<file path="config.mk">
export PLATFORM = sky130hd
export DESIGN_NAME = viack_bridge
export DESIGN_NICKNAME = d
export VERILOG_FILES = /design/src/rtl/viack_pkg.sv /design/src/rtl/viack_decode.sv /design/src/rtl/viack_seq.sv /design/src/rtl/viack_capture.sv /design/src/rtl/viack_bridge.sv
export SDC_FILE = /design/constraint.sdc
export NUM_CORES = 1
export LEC_CHECK = 0
export ABC_AREA = 1
export BUFFER_PORTS_ARGS = -buffer_cell sky130_fd_sc_hd__buf_2
export CORE_ASPECT_RATIO = 0.8
export CORE_MARGIN = 3
export CORE_UTILIZATION = 41
export DETAILED_ROUTE_END_ITERATION = 8
export MAX_ROUTING_LAYER = met4
export PLACE_DENSITY = 0.83
export SLEW_MARGIN = 0
export SYNTH_ARGS = -nofsm -noshare
export SYNTH_HDL_FRONTEND = slang
export SYNTH_HIERARCHICAL = 1
export SYNTH_SLANG_ARGS = --single-unit
</file>
<file path="constraint.sdc">
create_clock -name clk -period 1 [get_ports clk]
set_input_delay 0.05 -clock clk [delete_from_list [all_inputs] [get_ports clk]]
set_output_delay 0.05 -clock clk [all_outputs]
set_load 0.02 [all_outputs]
</file>
<file path="src/rtl/viack_pkg.sv">
package viack_pkg;

    typedef enum logic [1:0] {
        KIND_NONE = 2'd0,
        KIND_VI   = 2'd1,
        KIND_NMI  = 2'd2
    } txn_kind_e;

    typedef enum logic [1:0] {
        SEQ_IDLE = 2'd0,
        SEQ_LEAD = 2'd1,
        SEQ_HOLD = 2'd2
    } seq_state_e;

endpackage

</file>
<file path="src/rtl/viack_decode.sv">
module viack_decode
    import viack_pkg::*;
#(
    parameter int CODE_W = 4,
    parameter logic [CODE_W-1:0] VI_CODE  = 4'b0111,
    parameter logic [CODE_W-1:0] NMI_CODE = 4'b0101,
    parameter logic [CODE_W-1:0] NVI_CODE = 4'b0110
) (
    input  logic              txn_valid,
    input  logic [CODE_W-1:0] txn_code,
    output txn_kind_e         kind
);
    // The non-vectored code is matched first so it can never start a
    // handshake, even if it is configured to overlap another code.
    always_comb begin
        kind = KIND_NONE;
        if (txn_valid) begin
            if (txn_code == NVI_CODE) begin
                kind = KIND_NONE;
            end else if (txn_code == VI_CODE) begin
                kind = KIND_VI;
            end else if (txn_code == NMI_CODE) begin
                kind = KIND_NMI;
            end
        end
    end
endmodule

</file>
<file path="src/rtl/viack_seq.sv">
module viack_seq
    import viack_pkg::*;
#(
    parameter int HOLD_CYC = 2
) (
    input  logic      clk,
    input  logic      rst_n,
    input  txn_kind_e kind,
    output logic      m1_n,
    output logic      rd_n,
    output logic      iorq_n,
    output logic      ready,
    output logic      cap_now,
    output logic      nmi_pulse
);
    localparam int CNT_W = (HOLD_CYC > 1) ? $clog2(HOLD_CYC) : 1;
    localparam logic [CNT_W-1:0] CNT_LAST = CNT_W'(HOLD_CYC - 1);

    typedef struct packed {
        seq_state_e       state;
        logic [CNT_W-1:0] cnt;
        logic             m1_n;
        logic             rd_n;
        logic             iorq_n;
        logic             ready;
        logic             nmi;
    } seq_regs_t;

    localparam seq_regs_t SEQ_RESET = '{
        state:  SEQ_IDLE,
        cnt:    '0,
        m1_n:   1'b1,
        rd_n:   1'b1,
        iorq_n: 1'b1,
        ready:  1'b1,
        nmi:    1'b0
    };

    seq_regs_t seq_d, seq_q;
    logic      cap_d;

    always_comb begin
        seq_d     = seq_q;
        seq_d.nmi = 1'b0;
        cap_d     = 1'b0;
        unique case (seq_q.state)
            SEQ_IDLE: begin
                if (kind == KIND_VI) begin
                    seq_d.state = SEQ_LEAD;
                    seq_d.m1_n  = 1'b0;
                    seq_d.ready = 1'b0;
                end else if (kind == KIND_NMI) begin
                    seq_d.nmi = 1'b1;
                end
            end
            SEQ_LEAD: begin
                seq_d.state  = SEQ_HOLD;
                seq_d.rd_n   = 1'b0;
                seq_d.iorq_n = 1'b0;
                seq_d.cnt    = '0;
            end
            SEQ_HOLD: begin
                if (seq_q.cnt == CNT_LAST) begin
                    seq_d.state  = SEQ_IDLE;
                    seq_d.m1_n   = 1'b1;
                    seq_d.rd_n   = 1'b1;
                    seq_d.iorq_n = 1'b1;
                    seq_d.ready  = 1'b1;
                    seq_d.cnt    = '0;
                    cap_d        = 1'b1;
                end else begin
                    seq_d.cnt = seq_q.cnt + 1'b1;
                end
            end
            default: begin
                seq_d = SEQ_RESET;
            end
        endcase
    end

    always_ff @(posedge clk) begin
        if (!rst_n) begin
            seq_q <= SEQ_RESET;
        end else begin
            seq_q <= seq_d;
        end
    end

    assign m1_n      = seq_q.m1_n;
    assign rd_n      = seq_q.rd_n;
    assign iorq_n    = seq_q.iorq_n;
    assign ready     = seq_q.ready;
    assign nmi_pulse = seq_q.nmi;
    assign cap_now   = cap_d;
endmodule

</file>
<file path="src/rtl/viack_capture.sv">
module viack_capture #(
    parameter int VEC_W  = 8,
    parameter int STAT_W = 8
) (
    input  logic                    clk,
    input  logic                    rst_n,
    input  logic                    cap_now,
    input  logic [VEC_W-1:0]        vec_in,
    input  logic [STAT_W-1:0]       stat_in,
    output logic [STAT_W+VEC_W-1:0] word,
    output logic                    word_valid
);
    localparam int WORD_W = STAT_W + VEC_W;

    typedef struct packed {
        logic [WORD_W-1:0] word;
        logic              valid;
    } cap_regs_t;

    cap_regs_t cap_d, cap_q;

    always_comb begin
        cap_d       = cap_q;
        cap_d.valid = 1'b0;
        if (cap_now) begin
            cap_d.word  = {stat_in, vec_in};
            cap_d.valid = 1'b1;
        end
    end

    always_ff @(posedge clk) begin
        if (!rst_n) begin
            cap_q <= '0;
        end else begin
            cap_q <= cap_d;
        end
    end

    assign word       = cap_q.word;
    assign word_valid = cap_q.valid;
endmodule

</file>
<file path="src/rtl/viack_bridge.sv">
module viack_bridge
    import viack_pkg::*;
#(
    parameter int CODE_W   = 4,
    parameter int VEC_W    = 8,
    parameter int STAT_W   = 8,
    parameter int HOLD_CYC = 2,
    parameter logic [CODE_W-1:0] VI_CODE  = 4'b0111,
    parameter logic [CODE_W-1:0] NMI_CODE = 4'b0101,
    parameter logic [CODE_W-1:0] NVI_CODE = 4'b0110,
    localparam int WORD_W = STAT_W + VEC_W
) (
    input  logic              clk,
    input  logic              rst_n,
    input  logic              txn_valid,
    input  logic [CODE_W-1:0] txn_code,
    input  logic [VEC_W-1:0]  periph_data,
    input  logic [STAT_W-1:0] status_byte,
    output logic              m1_n,
    output logic              rd_n,
    output logic              iorq_n,
    output logic              cpu_ready,
    output logic [WORD_W-1:0] ident_word,
    output logic              ident_valid,
    output logic              nmi_ack
);
    txn_kind_e kind;
    logic      cap_now;

    viack_decode #(
        .CODE_W   (CODE_W),
        .VI_CODE  (VI_CODE),
        .NMI_CODE (NMI_CODE),
        .NVI_CODE (NVI_CODE)
    ) u_decode (
        .txn_valid (txn_valid),
        .txn_code  (txn_code),
        .kind      (kind)
    );

    viack_seq #(
        .HOLD_CYC (HOLD_CYC)
    ) u_seq (
        .clk       (clk),
        .rst_n     (rst_n),
        .kind      (kind),
        .m1_n      (m1_n),
        .rd_n      (rd_n),
        .iorq_n    (iorq_n),
        .ready     (cpu_ready),
        .cap_now   (cap_now),
        .nmi_pulse (nmi_ack)
    );

    viack_capture #(
        .VEC_W  (VEC_W),
        .STAT_W (STAT_W)
    ) u_capture (
        .clk        (clk),
        .rst_n      (rst_n),
        .cap_now    (cap_now),
        .vec_in     (periph_data),
        .stat_in    (status_byte),
        .word       (ident_word),
        .word_valid (ident_valid)
    );
endmodule

</file>
======== Word-level counts from Yosys, hierarchy flattened ========
Index checks and enable logic that the tools add are counted.
operators by class
  $add $sub $neg .......................... 1
  eq/ne operators ......................... 9
  multiplexer cells ....................... 18
  bitwise gates (word level) .............. 3
  reductions and logical operators ........ 5
operators by type and width
  cell                   number
  $eq A4 B3 Y1 const B   3
  $mux W2                6
  $pmux W2 S3            2
  $mux W1                6
  $pmux W1 S3            2
  $eq A2 B1 Y1 const B   2
  $eq A2 B2 Y1 const B   2
  $mux W4                1
  $ne A2 B1 Y1 const B   2
  $reduce_and A2 Y1      2
  $not A1 Y1             3
  $reduce_and A3 Y1      1
  $reduce_or A3 Y1       1
  $logic_not A2 Y1       1
  $pmux W1 S2            1
  $add A1 B1 Y1 const B  1
word-level totals
  register bits after elaboration ......... 25
  input bits .............................. 23
  output and inout port bits .............. 22
  word-level logic and storage cells ...... 45

======== Depth between registers and ports, before layout ========
Gate-level depths: netlist of run 1.
  depth after elaboration ................. 8
  mapped depth ............................ 9

======== Hierarchy ========
Netlist of run 1, hierarchy kept.
modules (own cells, without submodules)
  module         times used  cells an instance  area each (µm²)  seq. area each (µm²)
  viack_capture  1           105                721.9            340.3
  viack_seq      1           34                 256.5            120.1
  viack_decode   1           7                  28.8             0.0

======== Least setup slack after synthesis of run 1 ========
No wires, ideal clock.
  kind .................................... flip-flop to flip-flop
  start ................................... register u_seq/seq_q[7] (netlist name)
  end ..................................... register u_capture.cap_q (netlist bit u_capture/word[11])
  arrival time ............................ 1,019 ps
  path slack .............................. -132 ps
  cell stages (with the launch flop) ...... 8
  clock period less this slack ............ 1,132 ps
  path through ............................ dfxtp_1 > inv_1 > nor3_1 > buf_6 > buf_8 > nand2_1 > nand2_1 > nor2_1
on the way
  longest elaborated chain between the ends .. 2
RTL lines
  item                    RTL line             RTL
  from (decl)             viack_seq.sv:39      seq_regs_t seq_d, seq_q;
  from (signal assigned)  viack_seq.sv:85      seq_q <= seq_d;
  $eq A2 B2 Y1            viack_seq.sv:46      unique case (seq_q.state)
  $mux W1                 viack_seq.sv:46
  net cap_now             viack_bridge.sv:28   logic cap_now;
  to (signal assigned)    viack_capture.sv:35  cap_q <= cap_d;
  to (decl)               viack_capture.sv:20  cap_regs_t cap_d, cap_q;
The timed path passes the listed nets, and every way through them passes these cells.
A chain may end at the register's enable or synchronous reset.

======== Final worst setup path of run 1 ========
  start ................................... register u_seq/seq_q[5] (netlist name)
  end ..................................... register u_capture.cap_q (netlist bit u_capture/word[12])
on the way
  longest elaborated chain between the ends .. 2
RTL lines
  item         RTL line            RTL
  $mux W1      viack_seq.sv:63     if (seq_q.cnt == CNT_LAST) begin
  $mux W1      viack_seq.sv:46
  net cap_now  viack_bridge.sv:28
The timed path passes the listed nets, and every way through them passes these cells.

==> impl_metrics.json, run 1 <==
{
  "p_switching_mw": 0.356,
  "p_clk_share_pct": 28.5,
  "ff_latch_area_um2": 464,
  "post-dp-hpwl_um": 1440,
  "placed_cell_area_mm2": 0.00123,
  "synth_top_flop_cell": "dfxtp_1",
  "cts_htree_levels": 1,
  "grtUsageTotal_pct": 14.4,
  "pwr-share-comb_pct": 9.9,
  "multi_input_comb_area_um2": 394,
  "grt-ovfl-total": 0,
  "start_kind": "register",
  "synth_most_common_cell": "nand2_1",
  "viasPerCell": 4.48,
  "peakVddDrop_uv": 651,
  "wirelength_um": 2360,
  "gp_congestion": 0.750,
  "grt_pass1_vias": 777,
  "synthTopCellsByArea": "dfxtp_1 (46%), nand2_1 (17%), nor2_1 (13%)",
  "final.setup.worst_slack_ns": -0.150,
  "critPathMaxStageDelay_ns": 0.36,
  "crit_path_start": "u_seq/seq_q[5]$_SDFFE_PN0P_",
  "worstPathRequired_ns": 1.23,
  "first_iter_violations": 81,
  "ys_seq_area_share_pct": 45.7,
  "period_share_pct": 115,
  "synth_enable_flop_cells": 0,
  "ioPinCount": 45,
  "die_area_mm2": 0.00309,
  "p_seq_share_pct": 61.6,
  "num-nets-final": 226,
  "crit_chain": "inv_2, nor3_4, buf_6, clkbuf_16, nand2_1, nand2_1, nor2_1",
  "timing.rr.start": "u_seq/seq_q[5]$_SDFFE_PN0P_",
  "stdcell_area_mm2": 0.00142,
  "critPathSlowestCell": "dfxtp_2",
  "cp.arrival_ns": 1.38,
  "syn_to_final_growth_pct": 41.2,
  "netlist_area_mm2": 0.00101,
  "hold_viol": 0,
  "relSlewSlack_pct": 87.6,
  "antenna_found_initial": 0,
  "min_period_ns": 1.15,
  "power.internal_mw": 1.14,
  "port_buffers": 44,
  "leakage_nw": 0.774,
  "clkTransAtPathRegs_ns": 0.13,
  "skew_ns": 0.00913,
  "tritoncts": "built",
  "p_per_area_mw_per_mm2": 1050,
  "syn_area_per_cell_um2": 6.90,
  "crit_path_max_fanout": 8,
  "cts_buffer_depth": 2,
  "setup-violations-final": 17,
  "rows": 15,
  "end_kind": "register",
  "sw_frac_of_total_pct": 23.8,
  "failed_checks": "negative setup slack",
  "cts-buffers-inserted": 3,
  "rsz0062_at_grt": "true",
  "vias": 1017,
  "fmax_ghz": 0.870,
  "nFillCells": 196,
  "cts_sinks": 23,
  "num_antenna_cells": 0,
  "finalMaxSlewViolations": 0,
  "synth-seq-cells": 23,
  "path_buf_inv": 3,
  "die_h_um": 50.3,
  "hold_class": "in2reg",
  "core_area_mm2": 0.00223,
  "synth_nets": 169,
  "clk_latency_ns": 0.32,
  "cap_violations": 0,
  "fin_tns_setup_ns": -1.30,
  "ff2ff_setup_slack_ns": -0.15,
  "syn-instance-count": 146,
  "tightest_slew_ns": 0.185,
  "async_flop_share_pct": 0,
  "wl_per_cell_um": 10.4,
  "die_x_um": 61.4,
  "grt_max_degree": 34,
  "firstDrtPassIters": 4,
  "path_common_cell": "nand2_1",
  "synth_commonest_cells": "nand2_1 (45), nor2_1 (34), dfxtp_1 (23), inv_1 (23)",
  "status": "complete, but fails checks",
  "grt_pass1_wl_um": 3170,
  "critPathKind": "reg2reg",
  "min_from": "status_byte[0]",
  "drive_gt1_share_pct": 37.1,
  "drc_errors": 0,
  "yosys_warnings": 6,
  "synth.distinct_cells": 15,
  "yosysTopAreaCell": "dfxtp_1",
  "postRouteAntennaNets": 0,
  "cpLargestDelayFamily": "simple AND/OR/NAND/NOR gates",
  "netlist.area_leader.share_pct": 45.7,
  "initial_core_util_pct": 45.1,
  "p_total_mw": 1.50,
  "cts-root-buf": "clkbuf_4"
}
-- kinds of logic after synthesis --
| kind of cell | Yosys count | synth area share [%] |
|---|---|---|
| simple gates | 87 | 34.8 |
| buf+inv | 34 | 18.5 |
| flops | 23 | 45.7 |
| compound gates | 2 | 0.994 |
-- area by class of cell --
cell class                      count  area share (%)
Inverter                           26            7.04
Tap cell                           25            2.20
Clock inverter                      1           0.352
Clock buffer                        3            1.58
Timing Repair Buffer               60            28.5
Sequential cell                    23            32.6
Multi-Input combinational cell     89            27.7
-- what timing repair did --
item                                    in CTS  in global routing
pin swaps                                    0                  4
hold buffers                                 4                  0
gates cloned                                 0                  3
setup buffers                                0                  4
gates resized for setup                      0                  8
endpoints found under the hold margin        3                  0
endpoints found under the setup margin      16                 20
-- cell usage in the layout (no fill, tap or decap), types with 2 or more instances in the layout --
cell type,n
nand2_1,41
clkbuf_4,3
buf_4,7
inv_2,3
buf_2,44
dfxtp_1,20
nand3_1,3
nand2_2,4
inv_1,22
nor2_1,34
buf_6,2
dlygate4sd3_1,4
clkbuf_16,2
dfxtp_2,3
a21oi_1,2
-- flip-flops by register name (all words and copies together), names as in the netlist --
register / flops
u_seq/rd_n: 1
u_seq/ready: 1
u_seq/seq_q: 3
u_capture/word_valid: 1
u_capture/word: 16
u_seq/nmi_pulse: 1
-- through the flow --
stage / setup slack, ns / util, % / std cells / hold WS, ns
floorplan: 0.00147 / - / 146 / 0.206
global placement: -0.00234 / 55.3 / 212 / 0.333
detailed placement: -0.0387 / 55.3 / 212 / 0.344
CTS: -0.0628 / 58.3 / 220 / 0.000488
global route: -0.203 / 63.7 / 227 / 0.0205
finish: -0.150 / 63.7 / 227 / 0.00882
-- worst paths after layout --
kind,to,cells after the start
setup / recovery,u_capture/word[12]$_SDFFE_PN0P_,7
setup reg to reg,u_capture/word[12]$_SDFFE_PN0P_,7
hold / removal,u_capture/word[8]$_SDFFE_PN0P_,5
hold reg to reg,u_seq/ready$_SDFFE_PN1P_,2
-- tightest hold or removal path, delay by kind of cell --
family / cells / cell delay (ns)
buffers and inverters: 2 / 0.13
AND/OR/NAND/NOR: 3 / 0.12
-- metal layers --
layer  global-route usage (%)  vias to the layer above  share of wire [%]
met5                        -                        -                  0
met4                     7.42                        0                2.4
met3                     5.40                        6                6.8
met2                     20.4                       34                 47
met1                     17.6                      448                 44
li1                         -                      529                  -
-- power by group through the flow --
stage	combinational [mW]	sequential (mW)	clock, mW
6_report	0.148	0.925	0.428
5_1_grt	0.163	0.926	0.482
4_1_cts	0.140	0.925	0.446
3_5_place_dp	0.128	0.945	0
3_3_place_gp	0.126	0.945	0
2_1_floorplan	0.0702	0.950	0
Power figures use the tool's default switching activity.
==> inputs of run 2 (changes only) <==
--- a/config.mk
+++ b/config.mk
@@ -9,12 +9,11 @@
 export BUFFER_PORTS_ARGS = -buffer_cell sky130_fd_sc_hd__buf_2
 export CORE_ASPECT_RATIO = 0.8
 export CORE_MARGIN = 3
-export CORE_UTILIZATION = 41
+export CORE_UTILIZATION = 30
 export DETAILED_ROUTE_END_ITERATION = 8
 export MAX_ROUTING_LAYER = met4
-export PLACE_DENSITY = 0.83
+export PLACE_DENSITY = 0.66
 export SLEW_MARGIN = 0
 export SYNTH_ARGS = -nofsm -noshare
 export SYNTH_HDL_FRONTEND = slang
-export SYNTH_HIERARCHICAL = 1
 export SYNTH_SLANG_ARGS = --single-unit
==> constraint.sdc (replaced) <==
create_clock -name clk -period 1.46 [get_ports clk]
set_input_delay 0.073 -clock clk [delete_from_list [all_inputs] [get_ports clk]]
set_output_delay 0.073 -clock clk [all_outputs]
set_load 0.02 [all_outputs]
==> run 2 against run 1 <==
Net effect:
- the run now ends clean
- utilization fell by 22 points
- clock power shrank 8.4%
- sequential power decreased by 32%
- total power fell by 27%
- critical endpoint is now u_capture.word[15]$_SDFFE_PN0P_
- largest cell class unchanged
- largest power group unchanged
- hold slack better by 0.046 ns
- cell count shrank 17%
- register-to-register slack gained 0.42 ns
- highest routed layer unchanged
- setup slack improved by 0.42 ns
==> impl_metrics.json, run 2 <==
{
  "hold_class": "in2reg",
  "syn-instance-count": 108,
  "cts_htree_levels": 1,
  "initial_core_util_pct": 31.9,
  "clk_latency_ns": 0.26,
  "rsz0062_at_grt": "false",
  "synth.distinct_cells": 17,
  "yosys_warnings": 0,
  "drc_errors": 0,
  "worstPathRequired_ns": 1.60,
  "cap_violations": 0,
  "post-dp-hpwl_um": 1550,
  "place_ws_ns": 0.275,
  "p_per_area_mw_per_mm2": 954,
  "drive_gt1_share_pct": 34.7,
  "critPathKind": "reg2reg",
  "num_antenna_cells": 0,
  "wl_per_cell_um": 10.6,
  "die_x_um": 66.9,
  "largest_reg_flops": 16,
  "pwr-share-comb_pct": 6.8,
  "synth_commonest_cells": "dfxtp_1 (23), inv_1 (23), a21oi_1 (16)",
  "async_flop_share_pct": 0,
  "postCtsResizedCells": 0,
  "viasPerCell": 4.17,
  "leakage_nw": 0.536,
  "power.internal_mw": 0.860,
  "postCtsHoldBufs": 1,
  "hold_viol": 0,
  "instances_no_fill": 188,
  "final_cell_mix": "buf_2 (44), inv_1 (23), dfxtp_1 (23)",
  "final.setup.worst_slack_ns": 0.270,
  "rows": 17,
  "relSlewSlack_pct": 76.1,
  "port_buffers": 44,
  "cp.arrival_ns": 1.33,
  "num-nets-final": 174,
  "p_seq_share_pct": 57.6,
  "grtUsageTotal_pct": 11.4,
  "ff_latch_area_um2": 460,
  "period_share_pct": 81.5,
  "fmax_ghz": 0.840,
  "netlist.area_leader.share_pct": 51.8,
  "synth_top_flop_cell": "dfxtp_1",
  "core_area_mm2": 0.00279,
  "nFillCells": 295,
  "synth_nets": 131,
  "ioPinCount": 45,
  "synthTopCellsByArea": "dfxtp_1 (52%), inv_1 (9.7%), a21oi_1 (9.0%)",
  "ys_seq_area_share_pct": 51.8,
  "end_kind": "register",
  "multi_input_comb_area_um2": 278,
  "cts_sinks": 23,
  "antenna_found_initial": 0,
  "wirelength_um": 2000,
  "p_switching_mw": 0.238,
  "vias": 784,
  "clkTransAtPathRegs_ns": 0.08,
  "synth_enable_flop_cells": 0,
  "ff2ff_setup_slack_ns": 0.27,
  "status": "finished, final reports clean",
  "postRouteAntennaNets": 0,
  "final_common_cell": "buf_2",
  "cts-root-buf": "clkbuf_8",
  "gp_congestion": 0.683,
  "skew_ns": 0.00404,
  "netlist_area_um2": 890,
  "p_clk_share_pct": 35.7,
  "fin_tns_setup_ns": 0,
  "crit_path_max_fanout": 33,
  "min_period_ns": 1.19,
  "sw_frac_of_total_pct": 21.7,
  "tritoncts": "built",
  "first_iter_violations": 16,
  "grt-ovfl-total": 0,
  "yosysTopAreaCell": "dfxtp_1",
  "cts-buffers-inserted": 3,
  "firstDrtPassIters": 4,
  "dp_cells": 183,
  "cts_setup_buffers": 0,
  "tightest_slew_ns": 0.358,
  "synth-seq-cells": 23,
  "syn_area_per_cell_um2": 8.24,
  "die_h_um": 54.7,
  "finalMaxSlewViolations": 0,
  "die_area_mm2": 0.00366,
  "grt_pass1_vias": 679,
  "start_kind": "register",
  "setup-violations-final": 0,
  "grt_pass1_wl_um": 3000,
  "syn_to_final_growth_pct": 29.4,
  "cts_buffer_depth": 2,
  "grt_max_degree": 34,
  "peakVddDrop_uv": 351
}
## run 2: changes by cell type in the layout (fill, tap and decap cells not counted), moves of 4 or more
cell,delta
a21oi_1,+14
o21ai_1,+10
nor2_1,-30
nand2_1,-29
buf_4,-7
nand2_2,-4
## run 2: area by class of cell
| type | instances | share of cell area, % |
|---|---|---|
| clock buffers | 4 | 3.91 |
| inverters | 24 | 7.83 |
| repair buffers | 45 | 20.0 |
| well taps | 38 | 4.13 |
| multi-input cells | 54 | 24.1 |
| flip-flops and latches | 23 | 40.0 |
## run 2: worst paths after layout
check	from	endpoint	cells after the start
worst max-delay path	u_seq.seq_q[7]$_SDFFE_PN0P_	u_capture.word[15]$_SDFFE_PN0P_	3
worst min-delay path	txn_code[3]	u_seq.nmi_pulse$_SDFF_PP0_	4
worst max register to register	u_seq.seq_q[7]$_SDFFE_PN0P_	u_capture.word[15]$_SDFFE_PN0P_	3
worst min register to register	u_capture.word[10]$_SDFFE_PN0P_	u_capture.word[10]$_SDFFE_PN0P_	2
## run 2: power groups by stage
stage / Combinational, mW / Clock (mW) / Sequential [mW]
2_1_floorplan: 0.0354 / 0 / 0.650
3_3_place_gp: 0.0704 / 0 / 0.647
3_5_place_dp: 0.0725 / 0 / 0.647
4_1_cts: 0.0749 / 0.403 / 0.632
5_1_grt: 0.0847 / 0.432 / 0.633
6_report: 0.0745 / 0.392 / 0.632
## run 2: worst max-delay path, stage by stage (launching register included)
cell     delay [ns]
dfxtp_1        0.42
nand3_4        0.31
o21ai_0        0.27
a21oi_1        0.06
## run 2: cells by family (layout without fill, tap and decap cells)
kind of cell / after synthesis / after routing / share of synthesized area (%)
buffers and inverters: 31 / 73 / 17.0
DFF: 23 / 23 / 51.8
and+or+nand+nor: 20 / 20 / 10.4
AOI/OAI and AO/OA: 34 / 34 / 20.8
## run 2: through the flow
| stage | power (mW) | hold WS [ns] | util (%) | instance area [µm²] |
|---|---|---|---|---|
| 3_5_place_dp | 0.719 | 0.261 | 39.3 | 1100 |
| 6_report | 1.10 | 0.0549 | 41.3 | 1150 |
| 5_1_grt | 1.15 | 0.0691 | 41.3 | 1150 |
| 3_3_place_gp | 0.717 | 0.252 | 39.3 | 1100 |
| 4_1_cts | 1.11 | 0.0480 | 41.3 | 1150 |
| 2_1_floorplan | 0.685 | 0.150 | - | 890 |
## run 2: metal layers
metal  vias up  routed length (µm)  global-route usage [%]
li1        417                   -                       -
met1       345                 831                    12.2
met2        17                1040                    20.1
met3         5                  88                    2.46
met4         0                  42                    6.06
met5         -                   0                       -
==> inputs of run 3 (changes only) <==
--- a/config.mk
+++ b/config.mk
@@ -12,7 +12,7 @@
 export CORE_UTILIZATION = 30
 export DETAILED_ROUTE_END_ITERATION = 8
 export MAX_ROUTING_LAYER = met4
-export PLACE_DENSITY = 0.66
+export PLACE_DENSITY = 0.68
 export SLEW_MARGIN = 0
 export SYNTH_ARGS = -nofsm -noshare
 export SYNTH_HDL_FRONTEND = slang
==> constraint.sdc (replaced) <==
create_clock -name clk -period 1.05 [get_ports clk]
set_input_delay 0.0525 -clock clk [delete_from_list [all_inputs] [get_ports clk]]
set_output_delay 0.0525 -clock clk [all_outputs]
set_load 0.02 [all_outputs]
==> run 3 against run 2 <==
Net effect:
- final area is 4.1% higher
- sequential share of layout area is 1.5 points lower
- register-to-register slack got worse by 0.21 ns
- flip-flop and latch count stayed put
- non-clock buffer count up 4
- combinational power is 42% higher
- via count is 1.9% higher
- sequential power increased by 39%
- fmax rose by 20%
- clock skew is 0.00091 ns lower
- global-route usage decreased by 1.2 points
- hold slack worse by 0.013 ns
- largest power group unchanged
==> impl_metrics.json, run 3 (synthesis gave the netlist of run 2 again) <==
{
  "status": "finished, final reports clean",
  "port_buffers": 44,
  "holdPathStages": 4,
  "die_x_um": 66.9,
  "vias": 799,
  "largest_reg_flops": 16,
  "end_kind": "register",
  "cap_violations": 0,
  "syn_to_final_growth_pct": 34.7,
  "rows": 17,
  "cts_htree_levels": 1,
  "utilization_pct": 43.0,
  "place_ws_ns": 0.0262,
  "skew_ns": 0.00313,
  "postRouteAntennaNets": 0,
  "fmax_ghz": 1.01,
  "tritoncts": "built",
  "antenna_found_initial": 0,
  "final.setup.worst_slack_ns": 0.0594,
  "cts_sinks": 23,
  "cts_buffer_depth": 2,
  "r2r_cells": 5,
  "final_cell_mix": "buf_2 (44), inv_1 (23), dfxtp_1 (22)",
  "clkTransAtPathRegs_ns": 0.07,
  "ff2ff_setup_slack_ns": 0.06,
  "grt_pass1_vias": 661,
  "wirelength_um": 1840,
  "nFillCells": 295,
  "grt_pass1_wl_um": 2740,
  "peakVddDrop_uv": 682,
  "start_kind": "register",
  "cts-buffers-inserted": 3,
  "die_h_um": 54.7,
  "fin_hold_ws_ns": 0.0415,
  "setup-violations-final": 0,
  "critPathSlowestCell": "dfxtp_1",
  "first_iter_violations": 36,
  "period_share_pct": 94.3,
  "cp.arrival_ns": 1.14,
  "p_per_area_mw_per_mm2": 1260,
  "die_area_mm2": 0.00366,
  "ioPinCount": 45,
  "initial_core_util_pct": 31.9,
  "instances_no_fill": 192,
  "gp_congestion": 0.778,
  "num-nets-final": 178,
  "crit_chain": "inv_2, nand3_4, buf_4, o21ai_0, a21oi_1",
  "clk_latency_ns": 0.26,
  "path_buf_inv": 2,
  "drc_errors": 0,
  "relSlewSlack_pct": 89.6,
  "cpLargestDelayFamily": "flip-flops",
  "tightest_slew_ns": 0.154,
  "grt_max_degree": 22,
  "num_antenna_cells": 0,
  "final_common_cell": "buf_2",
  "crit_path_max_fanout": 5,
  "viasPerCell": 4.16,
  "drive_gt1_share_pct": 37.7,
  "hold_class": "in2reg",
  "worst-path-stages": 5,
  "worstPathRequired_ns": 1.20,
  "critPathKind": "reg2reg",
  "post-dp-hpwl_um": 1510,
  "cts-root-buf": "clkbuf_8",
  "grt-ovfl-total": 0,
  "dp_cells": 186,
  "p_total_mw": 1.51,
  "hold_viol": 0,
  "rsz0062_at_grt": "true",
  "wl_per_cell_um": 9.59,
  "firstDrtPassIters": 2,
  "critPathMaxStageDelay_ns": 0.33,
  "grtUsageTotal_pct": 10.2,
  "leakage_nw": 0.562,
  "finalMaxSlewViolations": 0,
  "core_area_mm2": 0.00279,
  "min_period_ns": 0.991
}
run 3: changes by cell type in the layout (fill, tap and decap cells not counted), sizes merged:
| cell | change |
|---|---|
| buf | +4 |
run 3: worst paths after layout:
check / from / endpoint
worst max-delay path: u_seq.seq_q[6]$_SDFFE_PN0P_ / u_capture.word[13]$_SDFFE_PN0P_
worst min-delay path: txn_code[3] / u_seq.nmi_pulse$_SDFF_PP0_
worst max register to register: u_seq.seq_q[6]$_SDFFE_PN0P_ / u_capture.word[13]$_SDFFE_PN0P_
worst min register to register: u_capture.word[11]$_SDFFE_PN0P_ / u_capture.word[11]$_SDFFE_PN0P_
run 3: worst reg2reg max path, delay by kind of cell (launching register included):
family	cells	cell delay, ns
DFF	1	0.33
and+or+nand+nor	1	0.10
AOI/OAI and AO/OA	2	0.20
buffers and inverters	2	0.25
run 3: where the power goes:
group | internal, mW | switching [mW] | leakage, nW
Clock | 0.270 | 0.251 | 0.0228
Sequential | 0.876 | 0.00329 | 0.186
Combinational | 0.0524 | 0.0533 | 0.353
run 3: metrics by stage:
step	TNS, ns	instance area (µm²)
floorplan	0	890
global placement	0	1130
detailed placement	0	1130
CTS	0	1190
global route	-0.0286	1200
finish	0	1200
run 3: final cells by class:
class	instances	area, µm²	share of cell area [%]
Clock buffer	4	45.0	3.76
Inverter	24	90.1	7.52
Multi-Input combinational cell	54	282	23.5
Sequential cell	23	462	38.5
Tap cell	38	47.5	3.97
Timing Repair Buffer	49	273	22.8
run 3: timing repair:
action / in CTS / in global routing
hold buffers: 1 / 0
buffers inserted: 0 / 1
endpoints found under the setup margin: 0 / 13
hold endpoints to repair: 1 / 0
resized for setup: 0 / 2
run 3: routing by layer:
metal / part of all wire (%) / routed length (µm) / GRT usage (%) / vias up
met2: 52 / 960 / 16.0 / 16
met5: 0 / 0 / - / -
met4: 0.43 / 8 / 3.70 / 0
li1: - / - / - / 430
met3: 4.1 / 75 / 3.70 / 2
met1: 43 / 797 / 12.2 / 351
